File: src/rtl/pxr_pkg.sv
package pxr_pkg;

   typedef enum logic [2:0] {
      RGN_DUMMY   = 3'd0,
      RGN_DARK    = 3'd1,
      RGN_BUFFER  = 3'd2,
      RGN_ACTIVE  = 3'd3,
      RGN_OVERCLK = 3'd4
   } rgn_e;

   typedef enum logic [1:0] {
      RZ_DARK   = 2'd0,
      RZ_BUFFER = 2'd1,
      RZ_ACTIVE = 2'd2,
      RZ_OVER   = 2'd3
   } rowz_e;

   localparam int TAG_W = 3;

endpackage

File: src/rtl/pxr_position.sv
module pxr_position #(
   parameter int COL_W = 12,
   parameter int ROW_W = 12
) (
   input  logic             clk,
   input  logic             rst_n,
   input  logic             in_valid,
   input  logic             in_sof,
   input  logic             in_eol,
   output logic [COL_W-1:0] cur_col,
   output logic [ROW_W-1:0] cur_row
);

   localparam logic [COL_W-1:0] COL_MAX = '1;
   localparam logic [ROW_W-1:0] ROW_MAX = '1;

   logic [COL_W-1:0] col_q;
   logic [ROW_W-1:0] row_q;

   // a frame start forces both counters to zero for the marked sample
   assign cur_col = in_sof ? '0 : col_q;
   assign cur_row = in_sof ? '0 : row_q;

   always_ff @(posedge clk or negedge rst_n) begin
      if (!rst_n) begin
         col_q <= '0;
         row_q <= '0;
      end else if (in_valid) begin
         if (in_eol) begin
            col_q <= '0;
            row_q <= (cur_row == ROW_MAX) ? cur_row : cur_row + 1'b1;
         end else begin
            col_q <= (cur_col == COL_MAX) ? cur_col : cur_col + 1'b1;
            row_q <= cur_row;
         end
      end
   end

endmodule

File: src/rtl/pxr_region_map.sv
module pxr_region_map
   import pxr_pkg::*;
#(
   parameter int COL_W     = 12,
   parameter int ROW_W     = 12,
   parameter int N_DUMMY   = 11,
   parameter int N_DARK    = 22,
   parameter int N_EDGE    = 1,
   parameter int N_BUF     = 12,
   parameter int N_ACT     = 1648,
   parameter int N_DARKROW = 12,
   parameter int N_BUFROW  = 12,
   parameter int N_ACTROW  = 2472
) (
   input  logic [COL_W-1:0] cur_col,
   input  logic [ROW_W-1:0] cur_row,
   output logic [TAG_W-1:0] tag,
   output logic             ref_take,
   output logic             ref_last
);

   // column boundaries
   localparam int C_DARK0 = N_DUMMY;
   localparam int C_BUF0  = C_DARK0 + N_DARK;
   localparam int C_ACT0  = C_BUF0 + N_BUF;
   localparam int C_OVC0  = C_ACT0 + N_ACT;
   localparam int C_REF0  = C_DARK0 + N_EDGE;
   localparam int C_REF1  = C_BUF0 - N_EDGE;
   // row boundaries
   localparam int R_BUF0  = N_DARKROW;
   localparam int R_ACT0  = R_BUF0 + N_BUFROW;
   localparam int R_BUF1  = R_ACT0 + N_ACTROW;
   localparam int R_DARK1 = R_BUF1 + N_BUFROW;
   localparam int R_OVC0  = R_DARK1 + N_DARKROW;

   int    c_i, r_i;
   rowz_e rz;
   rgn_e  rgn;

   assign c_i = int'(cur_col);
   assign r_i = int'(cur_row);

   always_comb begin
      if (r_i >= R_OVC0)                         rz = RZ_OVER;
      else if (r_i < R_BUF0 || r_i >= R_DARK1)   rz = RZ_DARK;
      else if (r_i < R_ACT0 || r_i >= R_BUF1)    rz = RZ_BUFFER;
      else                                       rz = RZ_ACTIVE;
   end

   always_comb begin
      if (c_i < C_DARK0)       rgn = RGN_DUMMY;
      else if (c_i < C_BUF0)   rgn = RGN_DARK;
      else if (c_i >= C_OVC0)  rgn = RGN_OVERCLK;
      else begin
         unique case (rz)
            RZ_DARK:   rgn = RGN_DARK;
            RZ_BUFFER: rgn = RGN_BUFFER;
            RZ_OVER:   rgn = RGN_OVERCLK;
            default:   rgn = (c_i < C_ACT0) ? RGN_BUFFER : RGN_ACTIVE;
         endcase
      end
   end

   assign tag      = rgn;
   assign ref_take = (rz == RZ_BUFFER || rz == RZ_ACTIVE) &&
                     (c_i >= C_REF0) && (c_i < C_REF1);
   assign ref_last = ref_take && (c_i == C_REF1 - 1);

endmodule

File: src/rtl/pxr_dark_level.sv
module pxr_dark_level #(
   parameter int DATA_W = 12,
   parameter int N_REF  = 20
) (
   input  logic              clk,
   input  logic              rst_n,
   input  logic              in_valid,
   input  logic [DATA_W-1:0] in_data,
   input  logic              line_start,
   input  logic              ref_take,
   input  logic              ref_last,
   output logic [DATA_W-1:0] level
);

   localparam int SUM_W   = DATA_W + $clog2(N_REF);
   localparam bit IS_POW2 = (N_REF & (N_REF - 1)) == 0;

   logic [SUM_W-1:0]  acc_q;
   logic [SUM_W-1:0]  total;
   logic [DATA_W-1:0] quotient;
   logic [DATA_W-1:0] level_q;

   assign total = (line_start ? '0 : acc_q) + SUM_W'(in_data);

   generate
      if (IS_POW2) begin : g_shift
         localparam int LG = $clog2(N_REF);
         assign quotient = DATA_W'(total >> LG);
      end else begin : g_recip
         // exact floor division: error term below N_REF, sum below 2**SUM_W
         localparam int              SHIFT  = SUM_W + $clog2(N_REF);
         localparam longint unsigned RECIP_L =
            ((64'd1 << SHIFT) + 64'(N_REF) - 64'd1) / 64'(N_REF);
         localparam int              RECIP_W = $clog2(RECIP_L + 64'd1);
         localparam int              PROD_W  = SUM_W + RECIP_W;
         localparam logic [RECIP_W-1:0] RECIP = RECIP_W'(RECIP_L);
         logic [PROD_W-1:0] prod;
         assign prod     = PROD_W'(total) * PROD_W'(RECIP);
         assign quotient = DATA_W'(prod >> SHIFT);
      end
   endgenerate

   always_ff @(posedge clk or negedge rst_n) begin
      if (!rst_n) begin
         acc_q   <= '0;
         level_q <= '0;
      end else if (in_valid) begin
         if (ref_last) begin
            acc_q   <= '0;
            level_q <= quotient;
         end else if (ref_take) begin
            acc_q <= total;
         end else if (line_start) begin
            acc_q <= '0;
         end
      end
   end

   assign level = level_q;

endmodule

File: src/rtl/pxr_line_clamp.sv
module pxr_line_clamp
   import pxr_pkg::*;
#(
   parameter int DATA_W    = 12,
   parameter int COL_W     = 12,
   parameter int ROW_W     = 12,
   parameter int N_DUMMY   = 11,
   parameter int N_DARK    = 22,
   parameter int N_EDGE    = 1,
   parameter int N_BUF     = 12,
   parameter int N_ACT     = 1648,
   parameter int N_DARKROW = 12,
   parameter int N_BUFROW  = 12,
   parameter int N_ACTROW  = 2472
) (
   input  logic              clk,
   input  logic              rst_n,
   input  logic              in_valid,
   input  logic              in_sof,
   input  logic              in_eol,
   input  logic [DATA_W-1:0] in_data,
   output logic              out_valid,
   output logic [2:0]        out_tag,
   output logic [DATA_W-1:0] out_pix,
   output logic [COL_W-1:0]  out_col,
   output logic [ROW_W-1:0]  out_row
);

   localparam int N_REF     = N_DARK - 2 * N_EDGE;
   localparam int LINE_MIN  = N_DUMMY + N_DARK + N_BUF + N_ACT;
   localparam int FRAME_MIN = 2 * (N_DARKROW + N_BUFROW) + N_ACTROW;

   // elaboration-time parameter checks
   generate
      if (N_REF < 1) begin : g_bad_ref
         $error("dark columns must exceed the trimmed edges");
      end
      if (N_EDGE + N_BUF < 1) begin : g_bad_gap
         $error("level needs one sample between reference and active pixels");
      end
      if (LINE_MIN >= (1 << COL_W)) begin : g_bad_colw
         $error("COL_W too narrow for the line layout");
      end
      if (FRAME_MIN >= (1 << ROW_W)) begin : g_bad_roww
         $error("ROW_W too narrow for the frame layout");
      end
      if (DATA_W < 2 || DATA_W > 24) begin : g_bad_dw
         $error("DATA_W out of supported range");
      end
   endgenerate

   logic [COL_W-1:0]  cur_col;
   logic [ROW_W-1:0]  cur_row;
   logic [TAG_W-1:0]  tag;
   logic              ref_take, ref_last;
   logic [DATA_W-1:0] level;
   logic [DATA_W-1:0] corr;

   pxr_position #(
      .COL_W (COL_W),
      .ROW_W (ROW_W)
   ) u_pos (
      .clk      (clk),
      .rst_n    (rst_n),
      .in_valid (in_valid),
      .in_sof   (in_sof),
      .in_eol   (in_eol),
      .cur_col  (cur_col),
      .cur_row  (cur_row)
   );

   pxr_region_map #(
      .COL_W     (COL_W),
      .ROW_W     (ROW_W),
      .N_DUMMY   (N_DUMMY),
      .N_DARK    (N_DARK),
      .N_EDGE    (N_EDGE),
      .N_BUF     (N_BUF),
      .N_ACT     (N_ACT),
      .N_DARKROW (N_DARKROW),
      .N_BUFROW  (N_BUFROW),
      .N_ACTROW  (N_ACTROW)
   ) u_map (
      .cur_col  (cur_col),
      .cur_row  (cur_row),
      .tag      (tag),
      .ref_take (ref_take),
      .ref_last (ref_last)
   );

   pxr_dark_level #(
      .DATA_W (DATA_W),
      .N_REF  (N_REF)
   ) u_lvl (
      .clk        (clk),
      .rst_n      (rst_n),
      .in_valid   (in_valid),
      .in_data    (in_data),
      .line_start (cur_col == '0),
      .ref_take   (ref_take),
      .ref_last   (ref_last),
      .level      (level)
   );

   // clamp at zero for active pixels; everything else passes raw
   always_comb begin
      if (tag == RGN_ACTIVE)
         corr = (in_data > level) ? in_data - level : '0;
      else
         corr = in_data;
   end

   always_ff @(posedge clk or negedge rst_n) begin
      if (!rst_n) begin
         out_valid <= 1'b0;
         out_tag   <= '0;
         out_pix   <= '0;
         out_col   <= '0;
         out_row   <= '0;
      end else begin
         out_valid <= in_valid;
         if (in_valid) begin
            out_tag <= tag;
            out_pix <= corr;
            out_col <= cur_col;
            out_row <= cur_row;
         end
      end
   end

endmodule

File: config.mk
export PLATFORM = sky130hd
export DESIGN_NAME = pxr_line_clamp
export DESIGN_NICKNAME = d
export VERILOG_FILES = /design/src/rtl/pxr_pkg.sv /design/src/rtl/pxr_position.sv /design/src/rtl/pxr_region_map.sv /design/src/rtl/pxr_dark_level.sv /design/src/rtl/pxr_line_clamp.sv
export SDC_FILE = /design/constraint.sdc
export NUM_CORES = 1
export LEC_CHECK = 0
export BUFFER_PORTS_ARGS = -buffer_cell sky130_fd_sc_hd__buf_4
export CAP_MARGIN = 15
export CORE_AREA = 2 2 142 144
export DETAILED_ROUTE_END_ITERATION = 7
export DIE_AREA = 0 0 144 146
export GPL_TIMING_DRIVEN = 1
export HOLD_SLACK_MARGIN = 0.03
export PLACE_DENSITY = 0.71
export SYNTH_ARGS = -nofsm -noshare
export SYNTH_HDL_FRONTEND = slang
export SYNTH_SLANG_ARGS = --single-unit
File: constraint.sdc
create_clock -name clk -period 13.8 [get_ports clk]
set_input_delay 1.38 -clock clk [delete_from_list [all_inputs] [get_ports clk]]
set_output_delay 1.38 -clock clk [all_outputs]
set_load 0.02 [all_outputs]
==> summary.json, run 1 <==
{
  "status": "completed",
  "finalClockSkew_ps": 11.9,
  "post_synthesis_cell_type_with_the_largest_combined_area": "sky130_fd_sc_hd__dfrtp_1",
  "cts_hold_repair.buffers": 0,
  "antenna-diode-count": 0,
  "dominantRegCellSynth": "sky130_fd_sc_hd__dfrtp_1",
  "floorplan.die_area_um2": 21000,
  "timing.rr.start": "u_pos.col_q[0]",
  "nets": 1491,
  "vias_per_cell": 5.68,
  "share_of_power_burned_in_combinational_logic": 0.660,
  "grt_setup_unrepaired": "no",
  "worst_setup_path_start_kind": "input port",
  "min_path_type": "reg2reg",
  "mostFrequentLayoutCell": "sky130_fd_sc_hd__inv_1",
  "max_slew_margin": 0.413,
  "clock_tree_from_tritoncts": "done",
  "critical_path_required_time_ps": 14020,
  "synth-edff-count": 0,
  "net_switching_fraction_of_the_power": 0.473,
  "worst_setup_hold_path_clk_slew_ps": 80,
  "detailedRoute.firstPassIterationCount": 5,
  "clock_tree.htree_level_count": 3,
  "starting_drt_drc_count": 563,
  "worstRegToRegCells": 34,
  "timing.fmax_ghz": 0.0977,
  "pwr-share-clk": 0.158,
  "crit_end": "u_lvl.level[11]",
  "post_cts_resize_count": 0,
  "hpwl_after_detailed_placement_um": 21700,
  "cp-end-kind": "flip-flop",
  "highest-signal-layer": "met4",
  "yosysWarnings": 0,
  "synth.top_cells.by_area": "sky130_fd_sc_hd__dfrtp_1 (21%), sky130_fd_sc_hd__ha_1 (18%), sky130_fd_sc_hd__fa_1 (15%), sky130_fd_sc_hd__inv_1 (6.3%), sky130_fd_sc_hd__nand2_1 (3.2%)",
  "synthesis.instances": 1206,
  "design.core.area_um2": 19300,
  "irDropWorstVdd_mv": 0.187,
  "share_of_the_clock_period_used_by_the_worst_path": 0.742,
  "avgSynthCellArea_um2": 9.17,
  "drt-total-wl_um": 26700,
  "report.final.setup_viol": 0,
  "hold-path-cell-count": 1,
  "final_cell_mix": "sky130_fd_sc_hd__inv_1 (187), sky130_fd_sc_hd__ha_1 (156), sky130_fd_sc_hd__nand2_1 (95), sky130_fd_sc_hd__dfrtp_1 (93), sky130_fd_sc_hd__fa_1 (84)",
  "power_density_nw_per_um2": 130,
  "synth_nets": 1463,
  "route.layer.met1.wl_um": 12200,
  "ys_ff_latch": 93,
  "post_route_cells_drive_above_1_share": 0.115,
  "worstReg2RegEnd": "u_lvl.level[11]",
  "crit_path_max_fanout": 37,
  "asyncSetResetFlopFracSynth": 1.00,
  "clock_latency_ps": 360,
  "post-route-drc-count": 0,
  "proportion_of_netlist_area_held_by_the_largest_area_contributor": 0.210,
  "criticalPathCategory": "in2reg",
  "placement.io_buffers": 56,
  "die_height_um": 146,
  "finalWeightedCongestion": 0.941,
  "grt_util_all_layers": 0.268,
  "clock_sink_count": 93,
  "final_count_of_pins_violating_max_slew": 0,
  "start_util": 0.572,
  "die-width_um": 144,
  "routedWlPerCell_um": 17.7,
  "netSwitchingPower_mw": 0.736,
  "cp.depth": 35,
  "critical_path.most_common_cell": "sky130_fd_sc_hd__ha_1",
  "worst-endpoint-arrival_ps": 10450,
  "dp_slack_ps": 3230,
  "grt_remaining_overflow": 0,
  "cpLargestDelayFamily": "adder cells",
  "final_cell_area_um2": 11900,
  "setup_total_negative_slack_ps": 0,
  "worstSetupStartpoint": "in_sof",
  "fin_crit_ps": 10240,
  "placed_standard_cell_area_um2": 11700,
  "detailroute.wirelength.met2_um": 12500,
  "rrSetupSlack_ps": 4470,
  "cts_root_buf": "sky130_fd_sc_hd__clkbuf_16",
  "route.vias.total": 8545,
  "worstMarginPinSlew_ps": 875,
  "critPathSlowestCell": "sky130_fd_sc_hd__fa_1",
  "critical-path-max-stage-delay_ps": 540,
  "post_cts_setup_inserts": 0,
  "final.setup.worst_slack_ps": 3560,
  "intPower_mw": 0.820,
  "final_core_utilization": 0.618,
  "synth_cell_types": 92,
  "synth_sequential_area_ratio": 0.210,
  "static-leakage-power_nw": 6.06,
  "grt_first_pass_wirelength_um": 43700,
  "area.growth.synth_to_final_pct": 8.04,
  "met3RoutedLength_um": 910,
  "pwr-share-seq": 0.182,
  "drv_cap": 0,
  "synthesis.area_um2": 11100,
  "cp_num_buf_inv": 5,
  "detail-route-antenna-nets": 0,
  "grt_start_max_net_pins": 66,
  "std_cell_rows": 51,
  "timing.final.hold_violations": 0,
  "grt_pass1_vias": 8353,
  "num_cts_buffers": 9,
  "cts.path.max_buffers": 2,
  "whs_ps": 487,
  "grt_antenna_before_repair": 0,
  "num_io_pins": 57
}
## worst reg2reg max path, delay by kind of cell (launching register included)
kind / cells / cell delay (ps)
XOR/XNOR: 2 / 570
AND/OR/NAND/NOR: 6 / 1830
adder cells (fa/ha/maj): 10 / 3850
buffers and inverters: 4 / 400
AO/OA/AOI/OAI: 12 / 2170
flip-flops: 1 / 370
## cell families (layout without fill, tap and decap cells)
kind of cell	count (synthesis)	after routing	share of synthesized area
AOI/OAI and AO/OA	263	263	0.173
xor gates and xnor gates	63	63	0.0536
adders and majority gates	241	241	0.329
buffers and inverters	234	267	0.0816
DFF	93	93	0.210
muxes	14	14	0.0143
and+or+nand+nor	298	298	0.138
## per-stage QoR
stage / total power [mW] / std cells
global placement: 1.29 / 1487
floorplan: 1.04 / 1206
global route: 1.71 / 1504
detailed placement: 1.31 / 1487
finish: 1.56 / 1504
CTS: 1.57 / 1503
## sequential cells by signal, summed over array words and instances, names as in the netlist
name and flops:
out_col 12, out_pix 12, out_row 12, out_tag 3
out_valid 1, u_lvl.acc_q 17, u_lvl.level 12, u_pos.col_q 12
u_pos.row_q 12
## power by group through the flow
stage          sequential (mW)  combinational (mW)  clock (mW)
2_1_floorplan            0.293               0.746           0
3_3_place_gp             0.288                1.00           0
3_5_place_dp             0.288                1.02           0
4_1_cts                  0.283                1.03       0.253
5_1_grt                  0.283                1.17       0.262
6_report                 0.283                1.03       0.246
## cell usage after synthesis, drive strengths merged (4+ instances only)
master and number:
nor4 8, dfrtp 93, buf 17, fa 84
nor2b 24, and3 12, xnor2 42, nand4 14
nand2 97, nand2b 9, o211ai 5, o41ai 5
nor2 62, o21ai 45, and2 18, a31oi 21
o21a 7, a22o 11, nand3 15, nor3 14
a21oi 66, a211oi 7, xor2 21, inv 188
a21boi 4, o31ai 12, ha 156, clkbuf 28
o22ai 8, o21bai 9, mux2 11, a21o 17
or3 11, a31o 13
## final cells by class
| type | instances | area, um^2 |
|---|---|---|
| clock inverter | 7 | 62.6 |
| timing repair buffer | 62 | 463 |
| clock buffer | 9 | 225 |
| fill | 1702 | 7390 |
| multi-input combinational | 879 | 7830 |
| tap | 265 | 332 |
| inverter | 189 | 709 |
| sequential | 93 | 2330 |
## metal layers
layer,global-route usage,vias to the layer above
met4,0.112,0
met3,0.0280,57
met2,0.427,206
met1,0.370,4101
met5,0,-
li1,-,4181
## worst min-delay path by stage
stage,from,endpoint,slack [ps]
2_1_floorplan,u_lvl.level[4],u_lvl.level[4],450
3_3_place_gp,out_pix[10],out_pix[10],460
3_5_place_dp,out_pix[10],out_pix[10],470
4_1_cts,out_pix[10],out_pix[10],490
5_1_grt,out_pix[10],out_pix[10],500
6_report,out_pix[10],out_pix[10],490
Power figures use the tool's default switching activity.
==> inputs of run 2 (changes only) <==
==> constraint.sdc (replaced) <==
create_clock -name clk -period 10.2 [get_ports clk]
set_input_delay 1.02 -clock clk [delete_from_list [all_inputs] [get_ports clk]]
set_output_delay 1.02 -clock clk [all_outputs]
set_load 0.02 [all_outputs]
==> run 2 against run 1 <==
Compared with the run above: global-route usage is 0.14 points higher; sequential power grew 35%; final cell count is 0.60% higher; die area unchanged; wire length grew 1.1%; highest routed layer unchanged; critical path depth increased by 1.
==> summary.json, run 2 (synthesized netlist as in run 1, its figures left out) <==
{
  "status": "completed",
  "timing.final.hold_violations": {"value": 0, "change": "unchanged"},
  "mostFrequentLayoutCell": "sky130_fd_sc_hd__inv_1",
  "hold_start": "out_pix[10]",
  "rrSetupSlack": {"value": 1050, "unit": "ps", "change": "-3420 ps"},
  "min_path_type": "reg2reg",
  "share_of_the_clock_period_used_by_the_worst_path": 0.925,
  "cts.path.max_buffers": {"value": 2, "change": "unchanged"},
  "criticalPathCategory": "in2reg",
  "grt_remaining_overflow": {"value": 0, "change": "unchanged"},
  "start_util": {"value": 0.572, "change": "unchanged"},
  "grt_start_max_net_pins": {"value": 68, "change": "+3.0%"},
  "finalWeightedCongestion": {"value": 0.971, "change": "+3.1%"},
  "fin_crit_ps": 9430,
  "worstReg2RegEnd": "u_lvl.level[11]",
  "starting_drt_drc_count": {"value": 574, "change": "+2.0%"},
  "irDropWorstVdd": {"value": 0.196, "unit": "mV", "change": "+4.9%"},
  "cts_root_buf": "sky130_fd_sc_hd__clkbuf_16",
  "hpwl_after_detailed_placement": {"value": 21800, "unit": "um", "change": "+0.46%"},
  "power_density": {"value": 176, "unit": "nW/um^2", "change": "+35%"},
  "destination_of_the_worst_hold_path": "out_pix[10]",
  "std_cell_rows": {"value": 51, "change": "unchanged"},
  "die_height": {"value": 146, "unit": "um", "change": "unchanged"},
  "area.growth.synth_to_final_pct": 8.68,
  "layoutNonFillerInstCount": {"value": 1513, "change": "+0.60%"},
  "report.final.setup_viol": {"value": 0, "change": "unchanged"},
  "cp-end-kind": "flip-flop",
  "routedWlPerCell": {"value": 17.8, "unit": "um", "change": "+0.51%"},
  "post_route_cells_drive_above_1_share": {"value": 0.122, "change": "+0.00638"},
  "design.core.area": {"value": 19300, "unit": "um^2", "change": "unchanged"},
  "worst_setup_path_start_kind": "input port",
  "clock_latency": {"value": 360, "unit": "ps", "change": "about the same"},
  "grt_antenna_before_repair": {"value": 0, "change": "unchanged"},
  "timing.fmax_ghz": 0.106,
  "global_route_met2_usage": {"value": 0.443, "change": "+0.0157"},
  "num_cts_buffers": {"value": 9, "change": "unchanged"},
  "antenna-diode-count": {"value": 0, "change": "unchanged"},
  "post-route-drc-count": {"value": 0, "change": "unchanged"},
  "worst-endpoint-arrival": {"value": 9640, "unit": "ps", "change": "-810 ps"},
  "critPathSlowestCell": "sky130_fd_sc_hd__xnor2_1",
  "detail-route-antenna-nets": {"value": 0, "change": "unchanged"},
  "static-leakage-power": {"value": 6.10, "unit": "nW", "change": "+0.64%"},
  "clock_tree_from_tritoncts": "done",
  "max_reg_flops": {"value": 17, "change": "unchanged"},
  "critical-path-max-stage-delay": {"value": 610, "unit": "ps", "change": "+70 ps"},
  "die-width": {"value": 144, "unit": "um", "change": "unchanged"},
  "hold-path-cell-count": {"value": 1, "change": "unchanged"},
  "worstMarginPinSlew": {"value": 940, "unit": "ps", "change": "+65.8 ps"},
  "top_register": "u_lvl.acc_q",
  "grt_pass1_vias": {"value": 8670, "change": "+3.8%"},
  "clock_tree.htree_level_count": {"value": 3, "change": "unchanged"},
  "worst_setup_hold_path_clk_slew": {"value": 80, "unit": "ps", "change": "about the same"},
  "nets": {"value": 1500, "change": "+0.60%"},
  "drv_cap": {"value": 0, "change": "unchanged"},
  "cts_hold_repair.buffers": {"value": 0, "change": "unchanged"},
  "timing.rr.start": "u_pos.col_q[8]",
  "finalPower": {"value": 2.11, "unit": "mW", "change": "+36%"},
  "worstRegToRegCells": {"value": 30, "change": "-12%"},
  "grt_util_all_layers": {"value": 0.269, "change": "+0.00140"},
  "max_slew_margin": {"value": 0.369, "change": "-0.0442"},
  "grt.met1_usage": {"value": 0.366, "change": "-0.00415"},
  "place.detailed.instances": {"value": 1496, "change": "+0.61%"},
  "setup_total_negative_slack": {"value": 0, "unit": "ps", "change": "unchanged"},
  "clock_sink_count": {"value": 93, "change": "unchanged"},
  "final_cell_mix": "sky130_fd_sc_hd__inv_1 (187), sky130_fd_sc_hd__ha_1 (156), sky130_fd_sc_hd__nand2_1 (95), sky130_fd_sc_hd__dfrtp_1 (93), sky130_fd_sc_hd__fa_1 (84)",
  "floorplan.die_area": {"value": 21000, "unit": "um^2", "change": "unchanged"},
  "grt_setup_unrepaired": "no",
  "drt-total-wl": {"value": 26900, "unit": "um", "change": "+1.1%"},
  "detailedRoute.firstPassIterationCount": {"value": 5, "change": "unchanged"},
  "placement.io_buffers": {"value": 56, "change": "unchanged"},
  "grt-busiest-layer": "met2",
  "vias_per_cell": {"value": 5.70, "change": "+0.41%"},
  "final_count_of_pins_violating_max_slew": {"value": 0, "change": "unchanged"},
  "crit_path_max_fanout": {"value": 20, "change": "-46%"},
  "num_io_pins": {"value": 57, "change": "unchanged"},
  "use_met3": {"value": 0.0299, "change": "+0.00197"},
  "critical_path_required_time": {"value": 10410, "unit": "ps", "change": "-3610 ps"},
  "route.vias.total": {"value": 8631, "change": "+1.0%"},
  "post_cts_setup_inserts": {"value": 0, "change": "unchanged"},
  "post_cts_resize_count": {"value": 0, "change": "unchanged"},
  "grt_first_pass_wirelength": {"value": 44600, "unit": "um", "change": "+1.9%"},
  "finalClockSkew": {"value": 11.9, "unit": "ps", "change": "-0.0543 ps"}
}
-- run 2: cell types whose count changed in the layout (fill, tap and decap cells not counted), sizes merged --
cell,previous run,this run
buf,62,71
clkinv,3,4
clkinvlp,0,1
inv,193,191
-- run 2: area by class of cell --
cell class	count	area [um^2]
flip-flops and latches	93	2330
repair buffers	71	531
fillers	1690	7320
clock buffers	9	225
well taps	265	332
inverters	189	709
multi-input cells	879	7830
clock inverters	7	65.1
-- run 2: layer usage --
metal,wire (um),share of wire
met5,0,0
met4,996,0.037
met3,1320,0.049
met2,12800,0.47
met1,11900,0.44
-- run 2: worst max-delay path: cells and delay by family --
kind | cells | cell delay, ps
adders and majority gates | 10 | 3790
AOI/OAI and AO/OA | 12 | 2220
and+or+nand+nor | 6 | 1270
xor gates and xnor gates | 2 | 760
buffers and inverters | 6 | 570
-- run 2: power breakdown --
group	leakage, nW	total (mW)	internal [mW]	switching [mW]
combinational	4.70	1.40	0.563	0.836
clock	0.140	0.331	0.171	0.160
sequential	1.26	0.383	0.377	0.00604
total	6.10	2.11	1.11	1.00
-- run 2: worst max-delay path by stage --
| stage | end | cells after the start | start | slack (ps) |
|---|---|---|---|---|
| after floorplan | u_lvl.level[11] | 39 | in_sof | 140 |
| after global placement | u_lvl.level[11] | 36 | in_sof | 550 |
| after detailed placement | u_lvl.level[11] | 36 | in_sof | 440 |
| after CTS | u_lvl.level[11] | 36 | in_sof | 780 |
| after global routing | u_lvl.level[11] | 36 | in_sof | 200 |
| final | u_lvl.level[11] | 36 | in_sof | 770 |
-- run 2: per-stage QoR --
stage | worst slack, ps | cell area, um^2 | utilization | hold slack (ps)
2_1_floorplan | 144 | 11100 | - | 448
3_3_place_gp | 549 | 11700 | 0.606 | 462
3_5_place_dp | 441 | 11700 | 0.606 | 469
4_1_cts | 778 | 12000 | 0.621 | 487
5_1_grt | 197 | 12000 | 0.622 | 499
6_report | 769 | 12000 | 0.622 | 483
